`config.mk`:
```
export PLATFORM = sky130hd
export DESIGN_NAME = modal_slice_alu
export DESIGN_NICKNAME = d
export VERILOG_FILES = /design/src/rtl/alu_slice_pkg.sv /design/src/rtl/alu_slice_ctrl.sv /design/src/rtl/alu_bit_slice.sv /design/src/rtl/alu_slice_datapath.sv /design/src/rtl/modal_slice_alu.sv
export SDC_FILE = /design/constraint.sdc
export NUM_CORES = 1
export LEC_CHECK = 0
export ABC_AREA = 1
export BUFFER_PORTS_ARGS = -buffer_cell sky130_fd_sc_hd__buf_2
export CAP_MARGIN = 20
export CORE_AREA = 8 8 45 47
export DETAILED_ROUTE_END_ITERATION = 10
export DIE_AREA = 0 0 53 55
export GPL_TIMING_DRIVEN = 0
export PLACE_DENSITY_LB_ADDON = 0.25
export SYNTH_ARGS = -nofsm -noshare
export SYNTH_HDL_FRONTEND = slang
export SYNTH_SLANG_ARGS = --single-unit
```
`constraint.sdc`:
```
create_clock -name vclk -period 5.75
set_input_delay 0.575 -clock vclk [all_inputs]
set_output_delay 0.575 -clock vclk [all_outputs]
set_load 0.03 [all_outputs]
```
`src/rtl/alu_slice_pkg.sv`:
```
package alu_slice_pkg;

  // Strobes that the control decoder hands to the slice datapath.
  typedef struct packed {
    logic invA;     // complement operand A in every slice
    logic gateB;    // let operand B into every slice
    logic carryEn;  // enable the carry chain (arithmetic)
  } sliceStrobes_t;

  typedef enum logic [1:0] {
    SEL_PASS_A = 2'b00,
    SEL_INV_A  = 2'b01,
    SEL_WITH_B = 2'b10,
    SEL_INVA_B = 2'b11
  } selCode_e;

endpackage

```
`src/rtl/alu_slice_ctrl.sv`:
```
module alu_slice_ctrl
  import alu_slice_pkg::*;
(
  input  logic          arithMode,
  input  logic          selUseB,
  input  logic          selInvA,
  output sliceStrobes_t strobes
);

  selCode_e selCode;

  assign selCode = selCode_e'({selUseB, selInvA});

  always_comb begin
    strobes.carryEn = arithMode;
    strobes.invA    = 1'b0;
    strobes.gateB   = 1'b0;
    unique case (selCode)
      SEL_PASS_A: begin strobes.invA = 1'b0; strobes.gateB = 1'b0; end
      SEL_INV_A:  begin strobes.invA = 1'b1; strobes.gateB = 1'b0; end
      SEL_WITH_B: begin strobes.invA = 1'b0; strobes.gateB = 1'b1; end
      SEL_INVA_B: begin strobes.invA = 1'b1; strobes.gateB = 1'b1; end
      default:    begin strobes.invA = 1'b0; strobes.gateB = 1'b0; end
    endcase
  end

endmodule

```
`src/rtl/alu_bit_slice.sv`:
```
module alu_bit_slice (
  input  logic aBit,
  input  logic bBit,
  input  logic invA,
  input  logic gateB,
  input  logic carryEn,
  input  logic cIn,
  output logic fBit,
  output logic cOut
);

  logic aCond;
  logic bCond;

  assign aCond = aBit ^ invA;
  assign bCond = bBit & gateB;
  assign fBit  = aCond ^ bCond ^ cIn;
  assign cOut  = carryEn & ((aCond & bCond) | (cIn & (aCond ^ bCond)));

endmodule

```
`src/rtl/alu_slice_datapath.sv`:
```
module alu_slice_datapath
  import alu_slice_pkg::*;
#(
  parameter int WIDTH = 8
) (
  input  logic [WIDTH-1:0] opA,
  input  logic [WIDTH-1:0] opB,
  input  logic             carryIn,
  input  sliceStrobes_t    strobes,
  output logic [WIDTH-1:0] result,
  output logic             carryOut,
  output logic             overflow
);

  localparam int MSB = WIDTH - 1;

  logic [WIDTH:0] chain;

  assign chain[0] = carryIn & strobes.carryEn;

  for (genvar i = 0; i < WIDTH; i++) begin : g_slice
    alu_bit_slice u_slice (
      .aBit   (opA[i]),
      .bBit   (opB[i]),
      .invA   (strobes.invA),
      .gateB  (strobes.gateB),
      .carryEn(strobes.carryEn),
      .cIn    (chain[i]),
      .fBit   (result[i]),
      .cOut   (chain[i+1])
    );
  end

  assign carryOut = chain[WIDTH];
  assign overflow = strobes.carryEn & (chain[WIDTH] ^ chain[MSB]);

  // Word-level view used only by the checks below.
  logic [WIDTH-1:0] aWord;
  logic [WIDTH-1:0] bWord;
  logic [WIDTH:0]   wideSum;

  assign aWord   = opA ^ {WIDTH{strobes.invA}};
  assign bWord   = opB & {WIDTH{strobes.gateB}};
  assign wideSum = {1'b0, aWord} + {1'b0, bWord} + {{WIDTH{1'b0}}, carryIn};

  always_comb begin
    if (!strobes.carryEn) begin
      p_chain_idle_r4: assert (chain == '0)
        else $error("carry chain active in logic mode");
      p_no_overflow_r4: assert (!overflow)
        else $error("overflow raised in logic mode");
      p_logic_word_r3: assert (result == (aWord ^ bWord))
        else $error("logic result mismatch");
    end else begin
      p_sum_word_r7: assert ({carryOut, result} == wideSum)
        else $error("ripple sum mismatch");
      p_overflow_sign_r8: assert (overflow ==
          ((aWord[MSB] == bWord[MSB]) && (result[MSB] != aWord[MSB])))
        else $error("overflow flag mismatch");
    end
  end

endmodule

```
`src/rtl/modal_slice_alu.sv`:
```
module modal_slice_alu
  import alu_slice_pkg::*;
#(
  parameter int WIDTH = 8
) (
  input  logic [WIDTH-1:0] opA,
  input  logic [WIDTH-1:0] opB,
  input  logic             arithMode,
  input  logic             selUseB,
  input  logic             selInvA,
  input  logic             carryIn,
  output logic [WIDTH-1:0] result,
  output logic             carryOut,
  output logic             overflow
);

  sliceStrobes_t strobes;

  alu_slice_ctrl u_ctrl (
    .arithMode(arithMode),
    .selUseB  (selUseB),
    .selInvA  (selInvA),
    .strobes  (strobes)
  );

  alu_slice_datapath #(.WIDTH(WIDTH)) u_dp (
    .opA     (opA),
    .opB     (opB),
    .carryIn (carryIn),
    .strobes (strobes),
    .result  (result),
    .carryOut(carryOut),
    .overflow(overflow)
  );

endmodule

```
# Word-level counts from Yosys, hierarchy flattened
# Index checks and enable logic that the tools add are counted.
dict set report word_totals {
  reg_bits 0
  input_bits 20
  out_inout_bits 10
  elab_cells 72
}
dict set report op_classes {
  n_eq_ne 3
  mux 1
  n_bitwise 67
  reduce_logical 1
}
# cell count
set ops {}
lappend ops {{$and 1x1->1} 34}
lappend ops {{$xor 1x1->1} 25}
lappend ops {{$or 1x1->1} 8}
lappend ops {{$pmux 2 s4} 1}
lappend ops {{$eq 2x2->1 const B} 2}
lappend ops {{$eq 2x1->1 const B} 1}
lappend ops {{$logic_not 2->1} 1}

# Longest topological paths before layout
dict set report logic_depth {
  depth_word 30
  ltp_mapped 28
  depth_no_buf 27
}

# Modules after synthesis
# A second synthesis with hierarchy kept.
dict set report hier_totals {
  cells_unflattened 97
  hier_area_um2 498.0
}
# mod instances cells_each area_each_um2 seq_area_each_um2
set by_module_without_submodules {}
lappend by_module_without_submodules {alu_bit_slice 8 11 57.6 0.0}
lappend by_module_without_submodules {alu_slice_datapath 1 6 22.5 0.0}
lappend by_module_without_submodules {alu_slice_ctrl 1 3 15.0 0.0}

# Worst setup path after synthesis
# OpenSTA, ideal clock, no wires.
dict set report synth_timing {
  path_type {input to output}
  startpoint {input port selInvA}
  endpoint {output port overflow}
  arrival_ps 4808
  required_ps 5175
  path_slack_ps 367
  path_stages 27
  n_path_buf 1
  path_cell_list {buf_6 > xor2_1 > fa_1 > nand2_1 > inv_1 > fa_1 > nand2_1 > inv_1 > fa_1 > nand2_1 > inv_1 > fa_1 > nand2_1 > inv_1 > fa_1 > nand2_1 > inv_1 > fa_1 > nand2_1 > inv_1 > fa_1 > nand2_1 > fa_1 > inv_1 > nand2_1 > nand2_1 > nor2_1}
}
dict set report synth_between {
  elab_chain_len 30
  word_cells_on_any_way 63
  classes_between {eq/ne: 3; mux: 1; bitwise: 58; reduce/logical: 1}
}
# item line
set synth_rtl {}
lappend synth_rtl {{start, declared} modal_slice_alu.sv:10} ;# input logic selInvA,
lappend synth_rtl {{$eq 2x2->1, or another cell as far along} alu_slice_ctrl.sv:18} ;# unique case (selCode)
lappend synth_rtl {{$pmux 2 s4 *} alu_slice_ctrl.sv:18}
lappend synth_rtl {{$xor 1x1->1 / $and 1x1->1 (equally long branches)} {alu_bit_slice.sv:15, alu_bit_slice.sv:16}}
lappend synth_rtl {{$xor 1x1->1} alu_bit_slice.sv:18} ;# assign cOut = carryEn & ((aCond & bCond) | (cIn & (aCond ^ bCond)));
lappend synth_rtl {{$and 1x1->1} alu_bit_slice.sv:18}
lappend synth_rtl {{$or 1x1->1} alu_bit_slice.sv:18}
lappend synth_rtl {{$and 1x1->1 (2 in a row)} alu_bit_slice.sv:18}
lappend synth_rtl {{$or 1x1->1} alu_bit_slice.sv:18}
lappend synth_rtl {{[... 11 more ...]} -}
lappend synth_rtl {{$or 1x1->1} alu_bit_slice.sv:18}
lappend synth_rtl {{$and 1x1->1 (2 in a row)} alu_bit_slice.sv:18}
lappend synth_rtl {{$or 1x1->1} alu_bit_slice.sv:18}
lappend synth_rtl {{$and 1x1->1 (2 in a row)} alu_bit_slice.sv:18}
lappend synth_rtl {{$or 1x1->1} alu_bit_slice.sv:18}
lappend synth_rtl {{$and 1x1->1} alu_bit_slice.sv:18}
lappend synth_rtl {{$xor 1x1->1 *} alu_slice_datapath.sv:35} ;# assign overflow = strobes.carryEn & (chain[WIDTH] ^ chain[MSB]);
lappend synth_rtl {{$and 1x1->1 *} alu_slice_datapath.sv:35}
lappend synth_rtl {{end, declared} modal_slice_alu.sv:14} ;# output logic overflow
# Mark *: on every way between the ends. The rest lies on a longest branch, timed or not.

# Final worst setup path
dict set report layout_timing {
  startpoint {input port selInvA}
  endpoint {output port result[7]}
}
dict set report layout_between {
  elab_chain_len 26
  word_cells_on_any_way 58
  classes_between {eq/ne: 3; mux: 1; bitwise: 53; reduce/logical: 1}
}
# item line
set layout_rtl {}
lappend layout_rtl {{$eq 2x2->1, or another cell as far along} alu_slice_ctrl.sv:18}
lappend layout_rtl {{$pmux 2 s4 *} alu_slice_ctrl.sv:18}
lappend layout_rtl {{$xor 1x1->1 / $and 1x1->1 (equally long branches)} {alu_bit_slice.sv:15, alu_bit_slice.sv:16}}
lappend layout_rtl {{$xor 1x1->1} alu_bit_slice.sv:18}
lappend layout_rtl {{$and 1x1->1} alu_bit_slice.sv:18}
lappend layout_rtl {{$or 1x1->1} alu_bit_slice.sv:18}
lappend layout_rtl {{$and 1x1->1 (2 in a row)} alu_bit_slice.sv:18}
lappend layout_rtl {{$or 1x1->1} alu_bit_slice.sv:18}
lappend layout_rtl {{[... 6 more ...]} -}
lappend layout_rtl {{$and 1x1->1 (2 in a row)} alu_bit_slice.sv:18}
lappend layout_rtl {{$or 1x1->1} alu_bit_slice.sv:18}
lappend layout_rtl {{$and 1x1->1 (2 in a row)} alu_bit_slice.sv:18}
lappend layout_rtl {{$or 1x1->1} alu_bit_slice.sv:18}
lappend layout_rtl {{$and 1x1->1 (2 in a row)} alu_bit_slice.sv:18}
lappend layout_rtl {{$or 1x1->1} alu_bit_slice.sv:18}
lappend layout_rtl {{$and 1x1->1} alu_bit_slice.sv:18}
lappend layout_rtl {{$xor 1x1->1 *} alu_bit_slice.sv:17} ;# assign fBit = aCond ^ bCond ^ cIn;
lappend layout_rtl {{end, declared} modal_slice_alu.sv:12} ;# output logic [WIDTH-1:0] result,
# Marks and branches as above.

==> flow_summary.json <==
{
  "timing.critical_path.slowest_cell_delay_ns": 0.42,
  "yosysTopAreaCellShare": 0.348,
  "grt_first_pass_wirelength_microns": 1720,
  "n_antenna_cell": 0,
  "grt_remaining_overflow": 0,
  "postLayoutCoreUtil": 0.450,
  "min_period_over_period": 0.945,
  "finalMaxSlewViolations": 0,
  "seq_cells": 0,
  "finish_stage_setup_viols": 0,
  "drtIter0Drc": 0,
  "synthTopCellsByArea": "sky130_fd_sc_hd__fa_1 35%, sky130_fd_sc_hd__nand2_1 15%, sky130_fd_sc_hd__buf_4 15%, sky130_fd_sc_hd__inv_1 15%, sky130_fd_sc_hd__xor2_1 13%",
  "via_per_inst": 3.91,
  "vias": 426,
  "synth-seq-area-share": 0,
  "pin_count_of_the_biggest_net_entering_global_routing": 10,
  "grt_setup_unrepaired": "false",
  "num_rows": 14,
  "worst_ir_drop_vdd_mv": 0.0410,
  "timing.setup.critical_path_class": "in2out",
  "power_leakage_nw": 0.441,
  "die_w_microns": 53,
  "synthesis.area_per_instance_sq_um": 6.98,
  "grt_overall_usage": 0.0719,
  "final_wl_microns": 1000,
  "critical_path.slowest_cell": "sky130_fd_sc_hd__fa_1",
  "final_design_area_no_fill_sq_um": 623,
  "place_area_sq_um": 616,
  "power_per_cell_area_nw_per_um2": 144,
  "syn-instance-count": 66,
  "grt_pass1_vias": 434,
  "drt.antenna.violating_nets": 0,
  "max_cap_violations": 0,
  "count_of_different_cell_masters_after_synthesis": 9,
  "hpwlAfterDp_microns": 886,
  "critical_path_peak_fanout": 8,
  "first_pass_iteration_count_of_the_detailed_router": 1,
  "core_area_sq_um": 1380,
  "nClkBuffers": 0,
  "gp_congestion": 0.713,
  "synth.net_count": 94,
  "hold_viol": 0,
  "synthToLayoutAreaGrowth_pct": 35.3,
  "critical_path.startpoint": "selInvA",
  "die_h_microns": 55,
  "synth_warnings": 0,
  "syn-cell-area_sq_um": 460,
  "fin_nets": 123,
  "hold_class": "in2out",
  "final_layout_size_suffix_gt1_frac": 0.430,
  "remaining_drc_errors": 0,
  "average_routed_wire_per_standard_cell_microns": 9.19,
  "holdBufCountCts": 0,
  "achievable-frequency_mhz": 184,
  "worst_slew_pin_slew_ns": 0.222,
  "hold_path_startpoint": "arithMode",
  "setup-tns-final_ns": 0,
  "netlist.top_cell.by_area": "sky130_fd_sc_hd__fa_1",
  "max-slew-margin-rel": 0.851,
  "kind_of_capture_point_of_the_worst_setup_path": "output pin",
  "placement.io_buffers": 27,
  "grt_antenna_before_repair": 0,
  "layout.cells.most_common": "sky130_fd_sc_hd__buf_2",
  "worst_ep_arrival_time_ns": 4.86,
  "initial_utilization": 0.333,
  "critical_path_launch_point_type": "primary input",
  "regArea_sq_um": 0,
  "most-common-layout-cells": "27 x sky130_fd_sc_hd__buf_2, 18 x sky130_fd_sc_hd__nand2_1, 18 x sky130_fd_sc_hd__inv_1, 10 x sky130_fd_sc_hd__buf_4",
  "die_area_sq_um": 2920,
  "outcome": "finished, final reports clean",
  "power.total_w": 0.0000896,
  "io-pin-count": 30,
  "crit_required_ns": 5.18,
  "hold_slack_ns": 1.57,
  "fin_crit_ns": 5.43
}
final cells by class:
| type | count | area, sq um |
|---|---|---|
| Inverter | 18 | 67.6 |
| Tap cell | 16 | 20.0 |
| Timing Repair Buffer | 27 | 138 |
| Multi-Input combinational cell | 37 | 314 |
| Fill cell | 158 | 761 |
| Buffer | 11 | 83.8 |
metrics by stage:
step / instances / setup slack [ns]
after floorplan: 66 / 0.367
after global placement: 109 / 0.219
after detailed placement: 109 / 0.199
after CTS: 109 / 0.189
after global routing: 109 / 0.0100
final: 109 / 0.315
power breakdown:
part | switching (W) | internal (W) | total [W]
Combinational | 0.0000510 | 0.0000385 | 0.0000896
Sequential | 0 | 0 | 0
Clock | 0 | 0 | 0
critical path, delay by kind of cell:
| kind | cells | cell delay [ns] |
|---|---|---|
| xor gates and xnor gates | 1 | 0.16 |
| adders and majority gates | 8 | 2.92 |
| and+or+nand+nor | 7 | 0.51 |
| buffers and inverters | 10 | 0.68 |
logic make-up (layout without fill, tap and decap cells):
family                     count (synthesis)  count (layout)  share of synthesized area
buffers and inverters                     29              56                      0.329
and+or+nand+nor                           21              21                      0.171
xor gates and xnor gates                   8               8                      0.152
adders and majority gates                  8               8                      0.348
per-layer routing:
layer | part of all wire | vias up | track usage
met5 | 0 | - | 0
met4 | 0 | 0 | 0
met3 | 0.11 | 0 | 0.0107
met2 | 0.50 | 15 | 0.141
met1 | 0.39 | 187 | 0.0847
li1 | - | 224 | -
cell usage after synthesis:
| master | n |
|---|---|
| sky130_fd_sc_hd__fa_1 | 8 |
| sky130_fd_sc_hd__nand2_1 | 19 |
| sky130_fd_sc_hd__nor2_1 | 2 |
| sky130_fd_sc_hd__xor2_1 | 7 |
| sky130_fd_sc_hd__buf_4 | 9 |
| sky130_fd_sc_hd__buf_2 | 1 |
| sky130_fd_sc_hd__xnor2_1 | 1 |
| sky130_fd_sc_hd__inv_1 | 18 |
| sky130_fd_sc_hd__buf_6 | 1 |
path summary, 6_finish.rpt:
check | slack, ns | end | cells past startpoint
hold / removal | 1.57 | carryOut | 4
setup / recovery | 0.32 | result[7] | 26
repair_timing:
item / 4_1_cts / 5_1_grt
buffers inserted: 0 / 0
endpoints found under the setup margin: 0 / 2
resized for setup: 0 / 4
No activity file was read; power rests on OpenSTA's default activity.
